File: src/rtl/sp_pack_pkg.sv
// Package: shared encodings and format constants for the single-precision packer.
// Assumes: a 32-bit output word with an 8-bit exponent and a 23-bit fraction.
package sp_pack_pkg;

    localparam int SP_FRAC_W   = 23;
    localparam int SP_EXPF_W   = 8;
    localparam int SP_SIG_W    = SP_FRAC_W + 1;
    localparam int SP_BIAS     = 127;
    localparam int SP_EXP_TOP  = 255;

    typedef enum logic [1:0] {
        CLS_ZERO   = 2'd0,
        CLS_FINITE = 2'd1,
        CLS_INF    = 2'd2,
        CLS_NAN    = 2'd3
    } val_class_e;

    typedef enum logic [1:0] {
        RM_NEAREST = 2'd0,
        RM_TOZERO  = 2'd1,
        RM_UP      = 2'd2,
        RM_DOWN    = 2'd3
    } rnd_mode_e;

    typedef struct packed {
        logic unfl;
        logic ovfl;
        logic inex;
        logic operr;
    } pack_flags_t;

endpackage

File: src/rtl/sp_align.sv
// Module: sp_align
// Biases the exponent, decides normal or subnormal, and right-shifts the
// mantissa for subnormals so that the top SP_SIG_W bits are the kept
// significand, followed by one guard bit and an OR of everything below it.
// Assumes: MANT_W >= SP_SIG_W + 2 and the top mantissa bit is the implicit one.
module sp_align
    import sp_pack_pkg::*;
#(
    parameter int MANT_W = 32,
    parameter int EXP_W  = 10
) (
    input  logic signed [EXP_W-1:0] exp_i,
    input  logic [MANT_W-1:0]       mant_i,
    input  logic                    sticky_i,
    output logic                    subn_o,
    output logic signed [EXP_W:0]   biased_o,
    output logic [SP_SIG_W-1:0]     keep_o,
    output logic                    guard_o,
    output logic                    rest_o
);

    localparam int BW    = EXP_W + 1;
    localparam int SHV   = SP_SIG_W + 2;
    localparam int SH_W  = $clog2(SHV + 1);
    localparam int VW    = MANT_W + SHV;
    localparam int LOW_W = VW - SP_SIG_W - 1;

    logic signed [BW-1:0] biased;
    logic [BW-1:0]        need;
    logic [SH_W-1:0]      sh;
    logic [VW-1:0]        wide;
    logic [VW-1:0]        shifted;

    // Bias the exponent with a sign extension to keep the range.
    always_comb begin
        biased = {exp_i[EXP_W-1], exp_i} + BW'(SP_BIAS);
    end

    // Subnormal when the biased exponent is zero or negative.
    always_comb begin
        subn_o = biased[BW-1] | (biased == '0);
    end

    // Shift distance for subnormals, saturated once every bit is below guard.
    always_comb begin
        need = BW'(1) - biased;
        if (!subn_o) begin
            sh = '0;
        end else if (need > BW'(SHV)) begin
            sh = SH_W'(SHV);
        end else begin
            sh = need[SH_W-1:0];
        end
    end

    // Extend with zeros so no mantissa bit leaves the vector, then shift.
    always_comb begin
        wide    = {mant_i, {SHV{1'b0}}};
        shifted = wide >> sh;
    end

    // Split the shifted vector into significand, guard and the sticky rest.
    always_comb begin
        keep_o   = shifted[VW-1 -: SP_SIG_W];
        guard_o  = shifted[LOW_W];
        rest_o   = (|shifted[LOW_W-1:0]) | sticky_i;
        biased_o = biased;
    end

endmodule

File: src/rtl/sp_round.sv
// Module: sp_round
// Applies one of four rounding modes to a kept significand, using the
// guard bit and the sticky rest, and reports whether anything was lost.
// Assumes: the sum is one bit wider than the kept significand for carry-out.
module sp_round
    import sp_pack_pkg::*;
(
    input  logic [SP_SIG_W-1:0] keep_i,
    input  logic                guard_i,
    input  logic                rest_i,
    input  logic                sign_i,
    input  logic [1:0]          mode_i,
    output logic [SP_SIG_W:0]   sum_o,
    output logic                inexact_o
);

    logic lost;
    logic bump;

    // Any discarded bit makes the result inexact.
    always_comb begin
        lost      = guard_i | rest_i;
        inexact_o = lost;
    end

    // Decide whether to add one unit in the last place.
    always_comb begin
        unique case (rnd_mode_e'(mode_i))
            RM_NEAREST: bump = guard_i & (rest_i | keep_i[0]);
            RM_TOZERO:  bump = 1'b0;
            RM_UP:      bump = lost & ~sign_i;
            RM_DOWN:    bump = lost & sign_i;
            default:    bump = 1'b0;
        endcase
    end

    // Add the bump with room for a carry-out.
    always_comb begin
        sum_o = {1'b0, keep_i} + (SP_SIG_W+1)'(bump);
    end

endmodule

File: src/rtl/sp_assemble.sv
// Module: sp_assemble
// Builds the final word and flags from the class, the rounded significand
// and the biased exponent, including the overflow choice by rounding mode.
// Assumes: biased exponent and rounded sum come from the same input value.
module sp_assemble
    import sp_pack_pkg::*;
#(
    parameter int EXP_W = 10
) (
    input  logic [1:0]             cls_i,
    input  logic                   sign_i,
    input  logic [SP_FRAC_W-1:0]   nan_frac_i,
    input  logic                   subn_i,
    input  logic signed [EXP_W:0]  biased_i,
    input  logic [SP_SIG_W:0]      sum_i,
    input  logic                   inexact_i,
    input  logic [1:0]             mode_i,
    output logic [31:0]            word_o,
    output pack_flags_t            flags_o
);

    localparam int EW = EXP_W + 2;
    localparam logic [SP_EXPF_W-1:0] EXP_ONES = '1;
    localparam logic [SP_FRAC_W-1:0] FRAC_ONES = '1;
    localparam logic [SP_FRAC_W-1:0] QUIET_BIT = SP_FRAC_W'(1) << (SP_FRAC_W - 1);

    logic signed [EW-1:0] exp_after;
    logic                 ovf;
    logic                 to_inf;
    logic [31:0]          word_norm;
    logic [31:0]          word_subn;
    logic [31:0]          word_ovf;

    // Exponent after a possible rounding carry, and the overflow test.
    always_comb begin
        exp_after = {biased_i[EXP_W], biased_i} + EW'(sum_i[SP_SIG_W]);
        ovf       = !subn_i && (exp_after >= EW'(SP_EXP_TOP));
    end

    // Overflow goes to infinity or to the largest finite value by mode.
    always_comb begin
        unique case (rnd_mode_e'(mode_i))
            RM_NEAREST: to_inf = 1'b1;
            RM_TOZERO:  to_inf = 1'b0;
            RM_UP:      to_inf = ~sign_i;
            RM_DOWN:    to_inf = sign_i;
            default:    to_inf = 1'b1;
        endcase
    end

    // Candidate words for the normal, subnormal and overflow paths.
    always_comb begin
        word_norm = {sign_i, exp_after[SP_EXPF_W-1:0], sum_i[SP_FRAC_W-1:0]};
        word_subn = {sign_i, {(SP_EXPF_W-1){1'b0}}, sum_i[SP_FRAC_W], sum_i[SP_FRAC_W-1:0]};
        word_ovf  = to_inf ? {sign_i, EXP_ONES, {SP_FRAC_W{1'b0}}}
                           : {sign_i, EXP_ONES - SP_EXPF_W'(1), FRAC_ONES};
    end

    // Select the word and flags by class and path.
    always_comb begin
        flags_o = '0;
        unique case (val_class_e'(cls_i))
            CLS_ZERO: begin
                word_o = {sign_i, 31'd0};
            end
            CLS_INF: begin
                word_o = {sign_i, EXP_ONES, {SP_FRAC_W{1'b0}}};
            end
            CLS_NAN: begin
                word_o = {sign_i, EXP_ONES, nan_frac_i | QUIET_BIT};
            end
            default: begin
                if (subn_i) begin
                    word_o        = word_subn;
                    flags_o.unfl  = 1'b1;
                    flags_o.inex  = inexact_i;
                end else if (ovf) begin
                    word_o        = word_ovf;
                    flags_o.ovfl  = 1'b1;
                    flags_o.inex  = 1'b1;
                    flags_o.operr = 1'b1;
                end else begin
                    word_o        = word_norm;
                    flags_o.inex  = inexact_i;
                end
            end
        endcase
    end

endmodule

File: src/rtl/sp_packer.sv
// Module: sp_packer (top)
// Packs an unpacked floating-point value into a single-precision word with
// rounding, special-value handling and status flags, one cycle of latency.
// Assumes: in_mant carries the implicit one in its top bit for finite values.
module sp_packer
    import sp_pack_pkg::*;
#(
    parameter int MANT_W = 32,
    parameter int EXP_W  = 10
) (
    input  logic                    clk,
    input  logic                    rst_n,
    input  logic                    in_valid,
    input  logic [1:0]              in_class,
    input  logic                    in_sign,
    input  logic signed [EXP_W-1:0] in_exp,
    input  logic [MANT_W-1:0]       in_mant,
    input  logic                    in_sticky,
    input  logic [1:0]              rnd_mode,
    output logic                    out_valid,
    output logic [31:0]             out_word,
    output logic                    out_unfl,
    output logic                    out_ovfl,
    output logic                    out_inex,
    output logic                    out_operr
);

    logic                   subn;
    logic signed [EXP_W:0]  biased;
    logic [SP_SIG_W-1:0]    keep;
    logic                   guard;
    logic                   rest;
    logic [SP_SIG_W:0]      sum;
    logic                   inexact;
    logic [31:0]            word_d;
    pack_flags_t            flags_d;

    sp_align #(
        .MANT_W (MANT_W),
        .EXP_W  (EXP_W)
    ) u_align (
        .exp_i    (in_exp),
        .mant_i   (in_mant),
        .sticky_i (in_sticky),
        .subn_o   (subn),
        .biased_o (biased),
        .keep_o   (keep),
        .guard_o  (guard),
        .rest_o   (rest)
    );

    sp_round u_round (
        .keep_i    (keep),
        .guard_i   (guard),
        .rest_i    (rest),
        .sign_i    (in_sign),
        .mode_i    (rnd_mode),
        .sum_o     (sum),
        .inexact_o (inexact)
    );

    sp_assemble #(
        .EXP_W (EXP_W)
    ) u_assemble (
        .cls_i      (in_class),
        .sign_i     (in_sign),
        .nan_frac_i (in_mant[MANT_W-2 -: SP_FRAC_W]),
        .subn_i     (subn),
        .biased_i   (biased),
        .sum_i      (sum),
        .inexact_i  (inexact),
        .mode_i     (rnd_mode),
        .word_o     (word_d),
        .flags_o    (flags_d)
    );

    // Valid flag follows the input valid by one cycle.
    always_ff @(posedge clk) begin
        if (!rst_n) begin
            out_valid <= 1'b0;
        end else begin
            out_valid <= in_valid;
        end
    end

    // Result register captures only when a new value is offered.
    always_ff @(posedge clk) begin
        if (!rst_n) begin
            out_word  <= '0;
            out_unfl  <= 1'b0;
            out_ovfl  <= 1'b0;
            out_inex  <= 1'b0;
            out_operr <= 1'b0;
        end else if (in_valid) begin
            out_word  <= word_d;
            out_unfl  <= flags_d.unfl;
            out_ovfl  <= flags_d.ovfl;
            out_inex  <= flags_d.inex;
            out_operr <= flags_d.operr;
        end
    end

endmodule

File: config.mk
export PLATFORM = sky130hd
export DESIGN_NAME = sp_packer
export DESIGN_NICKNAME = d
export VERILOG_FILES = /design/src/rtl/sp_pack_pkg.sv /design/src/rtl/sp_align.sv /design/src/rtl/sp_round.sv /design/src/rtl/sp_assemble.sv /design/src/rtl/sp_packer.sv
export SDC_FILE = /design/constraint.sdc
export NUM_CORES = 1
export LEC_CHECK = 0
export BUFFER_PORTS_ARGS = -buffer_cell sky130_fd_sc_hd__buf_4
export CORE_AREA = 2 2 140 142
export DETAILED_ROUTE_END_ITERATION = 6
export DIE_AREA = 0 0 142 144
export SYNTH_ARGS = -nofsm -noshare
export SYNTH_HDL_FRONTEND = slang
export SYNTH_HIERARCHICAL = 1
export SYNTH_SLANG_ARGS = --single-unit
File: constraint.sdc
create_clock -name clk -period 11.42 [get_ports clk]
set_input_delay 0 -clock clk [delete_from_list [all_inputs] [get_ports clk]]
set_output_delay 0 -clock clk [all_outputs]
set_load 0.005 [all_outputs]
==> impl_metrics.env <==
export IMPL_status="complete, no violations"
export IMPL_core_area_um2=19100
export IMPL_ctsResizeCount=0
export IMPL_clock_latency_ns=0.28
export IMPL_rows=51
export IMPL_comb_power_share_pct=44.2
export IMPL_slew_headroom_pct=26.7
export IMPL_clock_skew_ns=0
export IMPL_power_density_nw_per_um2=78.5
export IMPL_cp_slowest_stage_delay_ns=0.89
export IMPL_finalHoldViolCount=0
export IMPL_insertedDiodeCount=0
export IMPL_synthArstFlopShare_pct=0
export IMPL_antenna_left=0
export IMPL_swShare_pct=37.0
export IMPL_synth_seq_area_share_pct=13.2
export IMPL_grt_pass1_vias=5432
export IMPL_syn_to_final_growth_pct=14.6
export IMPL_synth_top_cell_area_share_pct=13.2
export IMPL_drc=0
export IMPL_final_common_cell="buf_4"
export IMPL_fin_crit_sh_pct=83.3
export IMPL_die_w_um=142
export IMPL_synth_seq_cells=37
export IMPL_io_buffers=87
export IMPL_die_area_um2=20400
export IMPL_cts_setup_buffers=0
export IMPL_viasPerCell=5.89
export IMPL_crit_path_max_fanout=22
export IMPL_period_minus_slack_ns=9.52
export IMPL_overflow=0
export IMPL_power_leakage_nw=2.50
export IMPL_avgSynthCellArea_um2=7.55
export IMPL_syn_num_nets=802
export IMPL_grt_max_degree=38
export IMPL_cts_made_buffers=5
export IMPL_p_int_mw=0.318
export IMPL_cts_hold_buf=0
export IMPL_synth_area_leaders="dfxtp_1 (13%), mux2i_1 (10%), nor2b_1 (4.8%)"
export IMPL_end_kind="flop"
export IMPL_ys_types=98
export IMPL_whs_ns=0.0168
export IMPL_startpoint_type="primary input"
export IMPL_pwr_share_seq_pct=27.8
export IMPL_synth_edff_count=0
export IMPL_rsz0062_at_grt="no"
export IMPL_synth_warnings=6
export IMPL_fmax_mhz=105
export IMPL_start_util_pct=29.4
export IMPL_track_usage_pct=18.6
export IMPL_ir_worst_vdd_mv=0.0688
export IMPL_vias=6036
export IMPL_dp_hpwl_um=15000
export IMPL_synthCells=743
export IMPL_worstSetupPathType="in2reg"
export IMPL_pin_count=88
export IMPL_final_nets=844
export IMPL_clkSinkCount=37
export IMPL_cts_max_level=2
export IMPL_cts_tree="built"
export IMPL_finalWirelength_um=19600
export IMPL_arrival_ns=9.73
export IMPL_hold_class="in2reg"
export IMPL_switchingPower_mw=0.187
export IMPL_cp_common_cell="ha_1"
export IMPL_fill_cells=2027
export IMPL_pwr_share_clk_pct=28.0
export IMPL_drive_gt1_share_pct=19.2
export IMPL_worst_pin_slew_ns=1.10
export IMPL_clk_pin_slew_worst_paths_ns=0.05
export IMPL_clockBufferDepth=2
export IMPL_maxCapViolations=0
export IMPL_tns_ns=0
export IMPL_drtIter0Drc=788
export IMPL_grt_pass1_wl_um=30700
export IMPL_drv_slew=0
export IMPL_ctsRootBufferMaster="clkbuf_16"
export IMPL_final_cell_mix="buf_4 (95), nand2_1 (66), nor2_1 (62)"
export IMPL_yosys_area_top_type="dfxtp_1"
export IMPL_die_h_um=144
export IMPL_worst_ep_required_time_ns=11.63
export IMPL_wire_per_inst_um=19.1
export IMPL_place_gp_congestion=0.939
export IMPL_dr_pass1_iters=5
export IMPL_syn_area_um2=5610
export IMPL_setup_viol=0
export IMPL_slowest_stage="a2bb2oi_1"
export IMPL_ys_flop_type="dfxtp_1"
export IMPL_antenna_found_initial=0
per-layer routing:
metal | vias to the layer above | wire [µm] | global-route usage (%)
met4 | 0 | 597 | 7.05
li1 | 2898 | - | -
met5 | - | 0 | 0
met2 | 298 | 8010 | 27.0
met3 | 41 | 1280 | 1.52
met1 | 2799 | 9720 | 28.3
Yosys cell counts (all sizes together), types with 19 or more instances:
library cell	n
a21oi	31
a221o	22
buf	31
clkbuf	29
dfxtp	37
mux2i	57
nand2	67
nand3	27
nor2	65
nor2b	43
nor3	19
o21ai	33
xnor2	26
worst max-delay path, delay by kind of cell:
kind            cells  cell delay [ns]
simple gates       13             4.10
compound gates     12             3.36
fa+ha+maj           5             1.32
buf+inv             3             0.69
xor+xnor            1             0.13
mux                 1             0.08
registers in the layout, summed over array words and instances (netlist names):
register   flops
out_ovfl       1
out_operr      1
out_valid      1
out_word      32
out_unfl       1
out_inex       1
final timing paths:
kind | from | endpoint | slack [ns] | depth (start not counted)
max | in_exp[0] | out_word[1] | 1.90 | 35
min | in_sign | out_word[31] | 0.02 | 3
max reg2reg | out_word[15] | out_word[15] | 10.79 | 2
min reg2reg | out_word[29] | out_word[29] | 0.52 | 2
power groups by stage:
stage	Combinational (mW)	Sequential [mW]	Clock (mW)
6_report	0.223	0.140	0.141
5_1_grt	0.241	0.141	0.149
4_1_cts	0.218	0.140	0.146
3_5_place_dp	0.217	0.143	0
3_3_place_gp	0.217	0.143	0
2_1_floorplan	0.148	0.143	0
kinds of logic after synthesis:
group	count (synthesis)	synth area share [%]
DFF	37	13.2
muxes	67	12.2
buffers and inverters	74	7.34
adders and majority gates	8	1.78
xor gates and xnor gates	37	5.78
and+or+nand+nor	313	31.3
AOI/OAI and AO/OA	207	28.4
final cells by class:
type / count / area (µm²) / share of cell area, %
Clock inverter: 1 / 5.00 / 0.0779
Tap cell: 238 / 298 / 4.63
Sequential cell: 37 / 741 / 11.5
Timing Repair Buffer: 95 / 713 / 11.1
Clock buffer: 7 / 153 / 2.37
Inverter: 14 / 52.6 / 0.818
Multi-Input combinational cell: 632 / 4470 / 69.5
metrics by stage:
step                std cells  cell area (µm²)  setup WS [ns]  util (%)  power, mW
global route             1024             6430           1.14      33.7      0.531
floorplan                 743             5610           4.01         -      0.291
finish                   1024             6430           1.90      33.7      0.505
global placement         1016             6270           2.15      32.9      0.360
CTS                      1024             6430           2.21      33.7      0.504
detailed placement       1016             6270           1.98      32.9      0.360
(Power assumes the default switching activity.)
